File: src/rtl/tsbw_pkg.sv
package tsbw_pkg;
  localparam int NSLOT  = 4;
  localparam int SH_W   = 6;
  localparam int LGN_W  = 5;
  localparam int SLOT_W = 2;

  typedef enum logic [1:0] {ST_IDLE, ST_PROBE, ST_WAIT} walk_st_e;

  // Byte offset of the entry selected by a virtual address in one buffer.
  function automatic logic [63:0] entry_off(logic [63:0] va, logic [SH_W-1:0] sh,
                                            logic [LGN_W-1:0] lg);
    logic [63:0] idx;
    idx = (va >> sh) & ((64'd1 << lg) - 64'd1);
    return idx << 4;
  endfunction

  // Virtual page number for a page-size class.
  function automatic logic [63:0] page_num(logic [63:0] va, logic [SH_W-1:0] sh);
    return va >> sh;
  endfunction
endpackage

File: src/rtl/tsbw_slot_sel.sv
module tsbw_slot_sel
  import tsbw_pkg::*;
#(
  parameter int ADDR_W = 40,
  parameter int CTX_W  = 13,
  localparam int NCFG  = 2 * NSLOT
) (
  input  logic [NCFG-1:0][ADDR_W-1:0] cfg_base,
  input  logic [NCFG-1:0][LGN_W-1:0]  cfg_log2n,
  input  logic [NCFG-1:0][SH_W-1:0]   cfg_shift,
  input  logic [NCFG-1:0]             cfg_valid,
  input  logic                        kernel,
  input  logic                        shr_en,
  input  logic [CTX_W-1:0]            priv_ctx,
  input  logic [CTX_W-1:0]            shr_ctx,
  input  logic [SLOT_W-1:0]           slot,
  output logic [ADDR_W-1:0]           sel_base,
  output logic [LGN_W-1:0]            sel_log2n,
  output logic [SH_W-1:0]             sel_shift,
  output logic [CTX_W-1:0]            sel_ctx,
  output logic                        sel_en
);
  logic [NSLOT-1:0]            slot_en;
  logic [NSLOT-1:0][CTX_W-1:0] slot_ctx;
  logic [SLOT_W:0]             cfg_idx;

  assign cfg_idx = {kernel, slot};

  // Upper half of the slots belongs to the shared context class.
  for (genvar s = 0; s < NSLOT; s++) begin : g_slot
    localparam bit IS_SHARED = (s >= NSLOT / 2);
    if (IS_SHARED) begin : g_shr
      assign slot_ctx[s] = shr_ctx;
      assign slot_en[s]  = cfg_valid[{kernel, SLOT_W'(s)}] && shr_en;
    end else begin : g_prv
      assign slot_ctx[s] = priv_ctx;
      assign slot_en[s]  = cfg_valid[{kernel, SLOT_W'(s)}];
    end
  end

  assign sel_base  = cfg_base[cfg_idx];
  assign sel_log2n = cfg_log2n[cfg_idx];
  assign sel_shift = cfg_shift[cfg_idx];
  assign sel_ctx   = slot_ctx[slot];
  assign sel_en    = slot_en[slot];
endmodule

File: src/rtl/tsbw_addr_gen.sv
module tsbw_addr_gen
  import tsbw_pkg::*;
#(
  parameter int VA_W   = 48,
  parameter int ADDR_W = 40
) (
  input  logic [VA_W-1:0]   va,
  input  logic [ADDR_W-1:0] base,
  input  logic [SH_W-1:0]   shift,
  input  logic [LGN_W-1:0]  log2n,
  output logic [ADDR_W-1:0] addr
);
  assign addr = base + ADDR_W'(entry_off(64'(va), shift, log2n));
endmodule

File: src/rtl/tsbw_tag_cmp.sv
module tsbw_tag_cmp
  import tsbw_pkg::*;
#(
  parameter int VA_W  = 48,
  parameter int CTX_W = 13,
  localparam int RSV_W = 64 - VA_W - CTX_W
) (
  input  logic [127:0]     entry,
  input  logic [VA_W-1:0]  va,
  input  logic [SH_W-1:0]  shift,
  input  logic [CTX_W-1:0] ctx,
  output logic             hit
);
  logic [63:0]      tag;
  logic [VA_W-1:0]  tag_vpn;
  logic [CTX_W-1:0] tag_ctx;
  logic [RSV_W-1:0] tag_rsv;

  assign tag     = entry[127:64];
  assign tag_vpn = tag[VA_W-1:0];
  assign tag_ctx = tag[VA_W +: CTX_W];
  assign tag_rsv = tag[63 -: RSV_W];

  assign hit = (tag_rsv == '0) && (tag_ctx == ctx) &&
               (64'(tag_vpn) == page_num(64'(va), shift));
endmodule

File: src/rtl/tsb_walker.sv
module tsb_walker
  import tsbw_pkg::*;
#(
  parameter int VA_W   = 48,
  parameter int CTX_W  = 13,
  parameter int ADDR_W = 40,
  localparam int NCFG  = 2 * NSLOT
) (
  input  logic                        clk,
  input  logic                        rst_n,
  input  logic                        miss_valid,
  input  logic [VA_W-1:0]             miss_va,
  input  logic [CTX_W-1:0]            miss_ctx,
  input  logic [CTX_W-1:0]            miss_shr_ctx,
  input  logic                        miss_shr_en,
  input  logic                        miss_kernel,
  output logic                        busy,
  input  logic [NCFG-1:0][ADDR_W-1:0] cfg_base,
  input  logic [NCFG-1:0][LGN_W-1:0]  cfg_log2n,
  input  logic [NCFG-1:0][SH_W-1:0]   cfg_shift,
  input  logic [NCFG-1:0]             cfg_valid,
  output logic                        rd_req,
  output logic [ADDR_W-1:0]           rd_addr,
  input  logic                        rd_valid,
  input  logic [127:0]                rd_data,
  output logic                        fill_valid,
  output logic [63:0]                 fill_data,
  output logic [SLOT_W-1:0]           fill_slot,
  output logic                        trap_valid
);
  walk_st_e          state;
  logic [SLOT_W-1:0] slot;
  logic [VA_W-1:0]   q_va;
  logic [CTX_W-1:0]  q_ctx, q_shr_ctx;
  logic              q_shr_en, q_kernel;

  logic [ADDR_W-1:0] sel_base;
  logic [LGN_W-1:0]  sel_log2n;
  logic [SH_W-1:0]   sel_shift;
  logic [CTX_W-1:0]  sel_ctx;
  logic              sel_en;
  logic              entry_hit;

  // Named internal events.
  logic accept, waiting, last_slot, probe_hit, probe_miss, skip_slot;
  assign accept     = miss_valid && (state == ST_IDLE);
  assign waiting    = (state == ST_WAIT);
  assign last_slot  = (slot == SLOT_W'(NSLOT - 1));
  assign probe_hit  = waiting && rd_valid && entry_hit;
  assign probe_miss = waiting && rd_valid && !entry_hit;
  assign skip_slot  = (state == ST_PROBE) && !sel_en;

  tsbw_slot_sel #(.ADDR_W(ADDR_W), .CTX_W(CTX_W)) u_sel (
    .cfg_base(cfg_base), .cfg_log2n(cfg_log2n), .cfg_shift(cfg_shift),
    .cfg_valid(cfg_valid), .kernel(q_kernel), .shr_en(q_shr_en),
    .priv_ctx(q_ctx), .shr_ctx(q_shr_ctx), .slot(slot),
    .sel_base(sel_base), .sel_log2n(sel_log2n), .sel_shift(sel_shift),
    .sel_ctx(sel_ctx), .sel_en(sel_en)
  );

  tsbw_addr_gen #(.VA_W(VA_W), .ADDR_W(ADDR_W)) u_addr (
    .va(q_va), .base(sel_base), .shift(sel_shift), .log2n(sel_log2n),
    .addr(rd_addr)
  );

  tsbw_tag_cmp #(.VA_W(VA_W), .CTX_W(CTX_W)) u_cmp (
    .entry(rd_data), .va(q_va), .shift(sel_shift), .ctx(sel_ctx),
    .hit(entry_hit)
  );

  assign busy   = (state != ST_IDLE);
  assign rd_req = (state == ST_PROBE) && sel_en;

  always_ff @(posedge clk) begin
    if (!rst_n) begin
      state      <= ST_IDLE;
      slot       <= '0;
      q_va       <= '0;
      q_ctx      <= '0;
      q_shr_ctx  <= '0;
      q_shr_en   <= 1'b0;
      q_kernel   <= 1'b0;
      fill_valid <= 1'b0;
      fill_data  <= '0;
      fill_slot  <= '0;
      trap_valid <= 1'b0;
    end else begin
      fill_valid <= 1'b0;
      trap_valid <= 1'b0;
      unique case (state)
        ST_IDLE: if (accept) begin
          q_va      <= miss_va;
          q_ctx     <= miss_ctx;
          q_shr_ctx <= miss_shr_ctx;
          q_shr_en  <= miss_shr_en;
          q_kernel  <= miss_kernel;
          slot      <= '0;
          state     <= ST_PROBE;
        end
        ST_PROBE: begin
          if (sel_en) begin
            state <= ST_WAIT;
          end else if (last_slot) begin
            trap_valid <= 1'b1;
            state      <= ST_IDLE;
          end else begin
            slot <= slot + 1'b1;
          end
        end
        ST_WAIT: begin
          if (probe_hit) begin
            fill_valid <= 1'b1;
            fill_data  <= rd_data[63:0];
            fill_slot  <= slot;
            state      <= ST_IDLE;
          end else if (probe_miss) begin
            if (last_slot) begin
              trap_valid <= 1'b1;
              state      <= ST_IDLE;
            end else begin
              slot  <= slot + 1'b1;
              state <= ST_PROBE;
            end
          end
        end
        default: state <= ST_IDLE;
      endcase
    end
  end
endmodule

File: config.mk
export PLATFORM = sky130hd
export DESIGN_NAME = tsb_walker
export DESIGN_NICKNAME = d
export VERILOG_FILES = /design/src/rtl/tsbw_pkg.sv /design/src/rtl/tsbw_slot_sel.sv /design/src/rtl/tsbw_addr_gen.sv /design/src/rtl/tsbw_tag_cmp.sv /design/src/rtl/tsb_walker.sv
export SDC_FILE = /design/constraint.sdc
export NUM_CORES = 1
export LEC_CHECK = 0
export BUFFER_PORTS_ARGS = -buffer_cell sky130_fd_sc_hd__buf_2
export CORE_AREA = 2 2 286 288
export DETAILED_ROUTE_END_ITERATION = 10
export DIE_AREA = 0 0 288 290
export GPL_ROUTABILITY_DRIVEN = 0
export PLACE_DENSITY_LB_ADDON = 0.1
export SYNTH_ARGS = -nofsm -noshare
export SYNTH_HDL_FRONTEND = slang
export SYNTH_SLANG_ARGS = --single-unit
File: constraint.sdc
create_clock -name clk -period 18.7 [get_ports clk]
set_input_delay 2.805 -clock clk [delete_from_list [all_inputs] [get_ports clk]]
set_output_delay 2.805 -clock clk [all_outputs]
set_load 0.1 [all_outputs]
; ---- After elaboration in Yosys (flattened, before gate mapping)
; Index checks and enable logic that the tools add are counted.
[classes]
addsub = 3
magnitude_cmp = 6
eq_ne = 11
shifts = 2
muxes = 37
bitwise_logic = 1
n_reduce_logical = 19
[ops]
columns = operator, count
row1 = $bmux 40 s3, 1
row2 = $eq 48x64->1, 1
row3 = $shr 48x6->64, 1
row4 = $add 40x40->40, 1
row5 = $mux 40, 1
row6 = $and 36x36->36, 1
row7 = $shl 1x5->36 const A, 1
row8 = $sub 36x1->36 const B, 1
row9 = $bmux 13 s2, 1
row10 = $lt 3x4->1 const B, 5
row11 = $mux 2, 10
row12 = $bmux 6 s3, 1
row13 = $bmux 5 s3, 1
row14 = $mux 1, 15
row15 = $eq 13x13->1, 1
row16 = $mux 13, 1
row17 = $pmux 2 s3, 2
row18 = $logic_and 1x1->1, 9
row19 = $mux 6, 1
row20 = $ne 2x2->1 const B, 3
row21 = $reduce_and 2->1, 3
row22 = $mux 5, 1
row23 = $reduce_and 5->1, 1
row24 = $eq 2x2->1 const B, 2
row25 = 14 further kinds, 14
[word_totals]
ff_bits = 148
wordCells = 90

; ---- Logic depth before layout (Yosys ltp)
; Gate-level depths: netlist (run 1).
[logic_depth]
depth_word = 10
ltp_mapped = 30
mapped_depth_nobuf = 27

; ---- Hierarchy
; A second synthesis (run 1) with hierarchy kept.
[unflattened]
hier_cells = 2169
hier_area_um2 = 18300.1
[modules_own_cells]
columns = module, n_inst, cells_each, area_each_um2
row1 = tsb_walker, 1, 661, 5342.6
row2 = tsbw_addr_gen, 1, 757, 5073.6
row3 = tsbw_tag_cmp, 1, 549, 4614.4
row4 = tsbw_slot_sel, 1, 202, 3269.4

; ---- Worst setup path after synthesis (run 1)
; OpenSTA, ideal clock, no wires.
[synth_path]
kind = input to output
startpoint = in cfg_log2n[38] in the netlist's numbering
endpoint = out rd_addr[34]
arrival_ns = 9.211
setup_slack_ns = 6.684
stages = 23
n_path_buf = 1
path_cell_list = mux4_2 > mux2i_1 > inv_1 > nor2_1 > nand2_1 > or3_1 > ha_1 > inv_1 > clkbuf_1 > xnor2_1 > and2_1 > ha_1 > a21o_1 > a21oi_1 > o21bai_1 > a21o_1 > a311oi_1 > o211ai_1 > a21oi_1 > o211ai_1 > a311oi_1 > o21ai_0 > xor2_1
[synth_via]
elab_chain_cells = 6
[synth_lines]
columns = element, line_no
row1 = start: declaration, tsb_walker.sv:19  ; input logic [NCFG-1:0][LGN_W-1:0] cfg_log2n,
row2 = $bmux 5 s3, tsbw_slot_sel.sv:42  ; assign sel_log2n = cfg_log2n[cfg_idx];
row3 = $mux 5 (not written as such), tsbw_slot_sel.sv:42
row4 = $shl 1x5->36, tsbw_pkg.sv:13  ; idx = (va >> sh) & ((64'd1 << lg) - 64'd1);
row5 = $sub 36x1->36, tsbw_pkg.sv:13
row6 = $and 36x36->36, tsbw_pkg.sv:13
row7 = $add 40x40->40, tsbw_addr_gen.sv:13  ; assign addr = base + ADDR_W'(entry_off(64'(va), shift, log2n));
row8 = end: declaration, tsb_walker.sv:23  ; output logic [ADDR_W-1:0] rd_addr,
; No other way between the ends. The select of a mux whose other input is x is not followed.

; ---- Final worst setup path (run 1)
[layout_path]
startpoint = in cfg_shift[14] in the netlist's numbering
endpoint = out rd_addr[36]
[layout_via]
elab_chain_cells = 5
[layout_lines]
columns = element, line_no
row1 = start: declaration, tsb_walker.sv:20  ; input logic [NCFG-1:0][SH_W-1:0] cfg_shift,
row2 = $bmux 6 s3, tsbw_slot_sel.sv:43  ; assign sel_shift = cfg_shift[cfg_idx];
row3 = $mux 6 (not written as such), tsbw_slot_sel.sv:43
row4 = $shr 48x6->64, n/a
row5 = $and 36x36->36, tsbw_pkg.sv:13
row6 = $add 40x40->40, tsbw_addr_gen.sv:13
; No other way between the ends. The select of a mux whose other input is x is not followed.

==> results_dict.tcl, run 1 <==
set metrics [dict create \
    outcome "completed" \
    fin_total_pwr_uw 3161 \
    setup_viol_count_final 0 \
    wl_met1_mm 38.49 \
    numClockSinks 148 \
    port_buffers 733 \
    postSynthCellCount 1936 \
    maxCapViolCount 0 \
    utilization 0.2595 \
    arrival_ns 10.68 \
    via_per_inst 5.077 \
    ant_nets 0 \
    ys_types 91 \
    drive_above_1_share 0.3809 \
    top_layer "met5" \
    rsz0062_at_grt "no" \
    nNetsFinal 3244 \
    cp.required_ns 15.89 \
    yosysTopAreaCell "dfxtp_1" \
    syn2layout_area_growth_pct 34.65 \
    path_max_fanout 41 \
    fmax_mhz 74.13 \
    grt.overflow.total 0 \
    synth_area_leaders "dfxtp_1 19%, mux4_2 14%, mux2i_1 8.2%" \
    synth-edff-count 0 \
    post_cts_buffers 0 \
    ys_warn_count 0 \
    design.die.area_um2 83520 \
    timing.slew.headroom 0.2184 \
    syn_area_um2 15450 \
    netlist.area_leader.share 0.1918 \
    grt_pass1_vias 18650 \
    final.min_clock_period_ns 13.49 \
    core_area_um2 80160 \
    grt_antenna_before_repair 29 \
    powerDensity_nw_per_um2 152.0 \
    final_cell_count_no_fill 3656 \
    drtPass1Iterations 5 \
    wl_per_cell_um 26.17 \
    numCtsBuffers 17 \
    wl_met2_mm 45.75 \
    ys_seq_elements 148 \
    tritoncts "built" \
    hold_ws_ns 0.4522 \
    min_path_type "register to register" \
    leakage_uw 0.009317 \
    slowest_delay_ns 0.85 \
    grtUsageTotal 0.2185 \
    grt_pass1_wl_mm 132.9 \
    drt_iter0_drc 1327 \
    clkTransAtPathRegs_ns 0.06 \
    peakVddDrop_mv 0.09197 \
    rows 104 \
    worst_setup_path_start_kind "primary input" \
    root_buffer "clkbuf_16" \
    cts_buffer_depth 2 \
    synth_flop_cell "dfxtp_1" \
    finClkSkew_ns 0.01262 \
    start_util 0.1927 \
    hold_violations 0 \
    synth_seq_area_share 0.1918 \
    vias 18560 \
    cts-resized-gates 0 \
    ios 734 \
    worst_pin_slew_ns 1.172 \
    post-dp-hpwl_mm 79.28 \
    hold_buffers 0 \
    htree_levels 4 \
    critPathKind "primary input to output pin" \
    tns_ns 0 \
    critPathSlowestCell "nor4b_1" \
    drv_slew 0 \
    async_flop_share 0 \
    die_height_um 290 \
    period_share 0.7213 \
    avgSynthCellArea_um2 7.980 \
    endpoint_kind "output pin" \
    drc 0 \
    dieWidth_um 288 \
    met3RoutedLength_mm 7.529 \
    grt_max_degree 99 \
    dp_cells 3619 \
    insertion_delay_ns 0.44 \
    routed_wl_mm 95.68 \
]
## metrics by stage
| step | setup slack (ns) | area [µm²] |
|---|---|---|
| CTS | 5.184 | 20790 |
| global route | 4.635 | 20790 |
| detailed placement | 5.252 | 20160 |
| floorplan | 6.684 | 15450 |
| finish | 5.211 | 20800 |
| global placement | 5.313 | 20160 |
## worst max-delay path, delay by kind of cell
| family | cells | cell delay (ns) |
|---|---|---|
| buffers and inverters | 2 | 0.58 |
| and+or+nand+nor | 5 | 2.38 |
| muxes | 1 | 0.08 |
| xor gates and xnor gates | 1 | 0.14 |
| AOI/OAI and AO/OA | 15 | 4.00 |
| adders and majority gates | 2 | 0.66 |
## where the power goes
group          switching, µW  total, µW  internal, µW
Combinational           1780       2410           634
Sequential              40.4        381           340
Clock                    149        366           217
Total                   1970       3160          1190
## synthesized netlist by cell type (22+ instances only)
cell,number
a21oi_1,149
a31oi_1,22
and2_1,28
and3_1,29
buf_1,29
clkbuf_1,92
dfxtp_1,148
ha_1,41
mux2_2,50
mux2i_1,127
mux4_2,98
nand2_1,260
nand3_1,186
nor2_1,168
o21ai_0,107
xnor2_1,35
xor2_1,24
## final timing paths
kind                                               to  slack, ns                   from  cells past startpoint
worst min register to register  q_ctx[4]$_SDFFE_PN0P_       0.45  q_ctx[4]$_SDFFE_PN0P_                      2
worst max-delay path                      rd_addr[36]       5.21          cfg_shift[14]                     26
worst min-delay path            q_ctx[4]$_SDFFE_PN0P_       0.45  q_ctx[4]$_SDFFE_PN0P_                      2
worst max register to register  state[0]$_SDFFE_PN0P_      11.29   slot[1]$_SDFFE_PN0P_                     16
## final cells by class
type / instances / area [µm²]
fill: 9009 / 59360
multi-input combinational: 1621 / 11840
timing repair buffer: 769 / 3939
sequential: 148 / 2974
tap: 1060 / 1326
clock buffer: 20 / 489.2
clock inverter: 12 / 136.4
inverter: 21 / 81.33
antenna: 5 / 12.51
## per-layer routing
layer  global-route usage  up-vias
li1                     -     8575
met1               0.2690     8894
met2               0.3719      924
met3              0.04434      147
met4              0.08265       22
met5                    0        -
## registers in the layout, summed over array words and instances (netlist names)
signal / count
fill_data: 64
fill_slot: 2
fill_valid: 1
q_ctx: 13
q_kernel: 1
q_shr_ctx: 13
q_shr_en: 1
q_va: 48
slot: 2
state: 2
trap_valid: 1
## layout by cell type (no fill, tap or decap), types with 6 or more instances in the layout
cell type  synthesis  final
a2111oi_0          9      9
a211o_1            7      7
a211oi_1          16     16
a21o_1            18     18
a21oi_1          149    149
a22o_1             6      6
a22oi_1            8      7
a31oi_1           22     22
a32oi_1            8      8
and2_1            28     26
and3_1            29     28
buf_2             16    733
buf_4              5     36
clkbuf_16          0     19
dfxtp_1          148    145
ha_1              41     41
inv_1             20     20
mux2_2            50     50
mux2i_1          127    125
mux4_2            98     98
nand2_1          260    259
nand2b_1           6      6
nand3_1          186    185
nand4_1           15     15
nor2_1           168    168
nor2b_1            8      8
nor3_1            17     17
o2111ai_1          6      6
o211a_1            6      6
o211ai_1          21     21
o21a_1            11     11
o21ai_0          107    107
o22ai_1           17     17
or3_1              8      8
xnor2_1           35     35
xor2_1            24     24
## cell families after synthesis
kind of cell / count (synthesis) / synth area share
AND/OR/NAND/NOR: 754 / 0.2241
XOR/XNOR: 59 / 0.03345
other: 1 / 0.0002427
multiplexers: 278 / 0.2640
adder cells (fa/ha/maj): 42 / 0.03450
buffers and inverters: 168 / 0.04633
AO/OA/AOI/OAI: 486 / 0.2056
flip-flops: 148 / 0.1918
Power figures use the tool's default switching activity.
==> run 2, diff against run 1 <==
- clock period: 18.7 -> 11.67 ns (I/O delays scaled with it)
==> run 2 against run 1 <==
Count of clock-buffer cells in the layout down 3. Power up 59%. Sequential share of layout area is essentially flat. First-iteration DRC count grew 6.0%. Combinational power increased by 62%. Global-route usage rose by 0.15 points. Die area is the same. Critical path depth did not move. Via count up 0.67%. Register-to-register slack got worse by 6.8 ns. Setup slack lost 4.6 ns.
==> results_dict.tcl, run 2 (synthesis results as in run 1) <==
set metrics [dict create \
    period_share 0.9455 \
    top_usage_layer "met2" \
    rrSetupSlack_ns 4.47 \
    vias 18690 \
    leakage_uw 0.009328 \
    grt_antenna_before_repair 29 \
    arrival_ns 9.28 \
    post_cts_buffers 0 \
    numCtsBuffers 17 \
    mostFrequentLayoutCell "buf_2" \
    grt_pass1_vias 18730 \
    via_per_inst 5.105 \
    htree_levels 4 \
    fin_total_pwr_uw 5020 \
    met3_usage 0.04190 \
    grt_max_degree 91 \
    finClkSkew_ns 0.01580 \
    wl_per_cell_um 26.21 \
    holdPathStages 2 \
    outcome "completed" \
    use_met1 0.2735 \
    rows 104 \
    cp.required_ns 9.92 \
    start_util 0.1927 \
    nFillCells 8989 \
    top_register "fill_data" \
    worst_setup_path_start_kind "primary input" \
    drc 0 \
    core_area_um2 80160 \
    rsz0062_at_grt "no" \
    drt_iter0_drc 1407 \
    r2r_cells 16 \
    hold_buffers 0 \
    drtPass1Iterations 6 \
    grtUsageTotal 0.2199 \
    insertion_delay_ns 0.44 \
    p_clk_frac 0.105 \
    grt_use_met2 0.3789 \
    combPwrFrac 0.777 \
    numClockSinks 148 \
    p_seq_frac 0.118 \
    dp_cells 3625 \
    timing.slew.headroom 0.1830 \
    cts-resized-gates 0 \
    hold_ws_ns 0.4550 \
    powerDensity_nw_per_um2 241.3 \
    worst_pin_slew_ns 1.218 \
    drv_slew 0 \
    intPower_uw 1857 \
    final_cell_mix "733 x buf_2, 259 x nand2_1, 185 x nand3_1, 168 x nor2_1, 149 x a21oi_1" \
    routed_wl_mm 95.92 \
    largest_reg_flops 64 \
    path_max_fanout 10 \
    post-dp-hpwl_mm 79.65 \
    grt.overflow.total 0 \
    ant_nets 0 \
    peakVddDrop_mv 0.1859 \
    largestRegisters "fill_data x64, q_va x48" \
    design.die.area_um2 83520 \
    clkTransAtPathRegs_ns 0.06 \
    ios 734 \
    worst_slack_ns 0.6356 \
    place_ws_ns 0.6298 \
    fmax_mhz 90.63 \
    maxCapViolCount 0 \
    drive_above_1_share 0.3820 \
    critPathKind "primary input to output pin" \
    tns_ns 0 \
    dieWidth_um 288 \
    cts_buffer_depth 2 \
    tritoncts "built" \
    setup_viol_count_final 0 \
    endpoint_kind "output pin" \
    root_buffer "clkbuf_16" \
    hold_violations 0 \
    nNetsFinal 3250 \
    final_cell_count_no_fill 3660 \
    port_buffers 733 \
    switching_share 0.6300 \
    syn2layout_area_growth_pct 34.68 \
    grt_pass1_wl_mm 133.8 \
    die_height_um 290 \
    min_path_type "register to register" \
    final.min_clock_period_ns 11.03 \
    p_sw_uw 3163 \
]
==> run 2: cell types whose count changed in the layout (fill, tap and decap cells not counted), moves of 2 or more <==
cell,before,now
buf_12,0,3
buf_4,36,39
bufinv_16,2,0
clkbuf_16,19,17
clkinv_2,2,4
clkinvlp_4,3,1
diode_2,5,3
inv_6,4,6
inv_8,0,2
==> run 2: power by group through the flow <==
stage	Combinational, µW	Sequential, µW	Clock, µW
after floorplan	2740	573	0
after global placement	3910	602	0
after detailed placement	3900	602	0
after CTS	3910	591	552
after global routing	4120	596	567
final	3900	590	529
==> run 2: area by class of cell <==
type                    count  area (µm²)  share of cell area
flip-flops and latches    148        2974              0.1429
diodes                      3       7.507           0.0003608
repair buffers            775        4021              0.1933
clock buffers              17       425.4             0.02045
multi-input cells        1621       11850              0.5695
inverters                  21       81.33            0.003909
well taps                1060        1326             0.06374
clock inverters            15       120.1            0.005773
==> run 2: worst max-delay path, cell delays in order <==
cell,delay [ns]
buf_2,0.10
mux2_2,0.30
a2bb2oi_2,0.16
nand2_1,0.54
mux2i_1,0.39
mux2i_1,0.18
a32oi_1,0.24
nor4b_1,0.90
o21ai_0,0.19
and2_1,0.21
ha_1,0.21
fa_1,0.46
a21o_1,0.18
a21oi_1,0.22
o21bai_1,0.10
a21o_1,0.22
a311oi_1,0.35
o211ai_1,0.28
a21oi_1,0.42
o211ai_1,0.19
a311oi_1,0.40
o21ai_0,0.27
a21o_1,0.24
a21oi_1,0.16
xnor2_1,0.15
buf_2,0.46
==> run 2: final timing paths <==
kind,end,startpoint
max reg2reg,state[0]$_SDFFE_PN0P_,slot[1]$_SDFFE_PN0P_
max,rd_addr[36],cfg_shift[42]
min,q_ctx[4]$_SDFFE_PN0P_,q_ctx[4]$_SDFFE_PN0P_
min reg2reg,q_ctx[4]$_SDFFE_PN0P_,q_ctx[4]$_SDFFE_PN0P_
==> run 2: through the flow <==
step,util,instance area (µm²)
after detailed placement,0.2527,20250
after floorplan,-,15450
after global placement,0.2527,20250
after global routing,0.2595,20800
after CTS,0.2595,20800
final,0.2596,20810
==> run 2: layer usage <==
metal	share of wire	vias to the layer above	wire, µm
li1	-	8583	-
met1	0.41	9011	39370
met2	0.48	919	46360
met3	0.072	149	6919
met4	0.032	24	3114
met5	0.0016	-	156
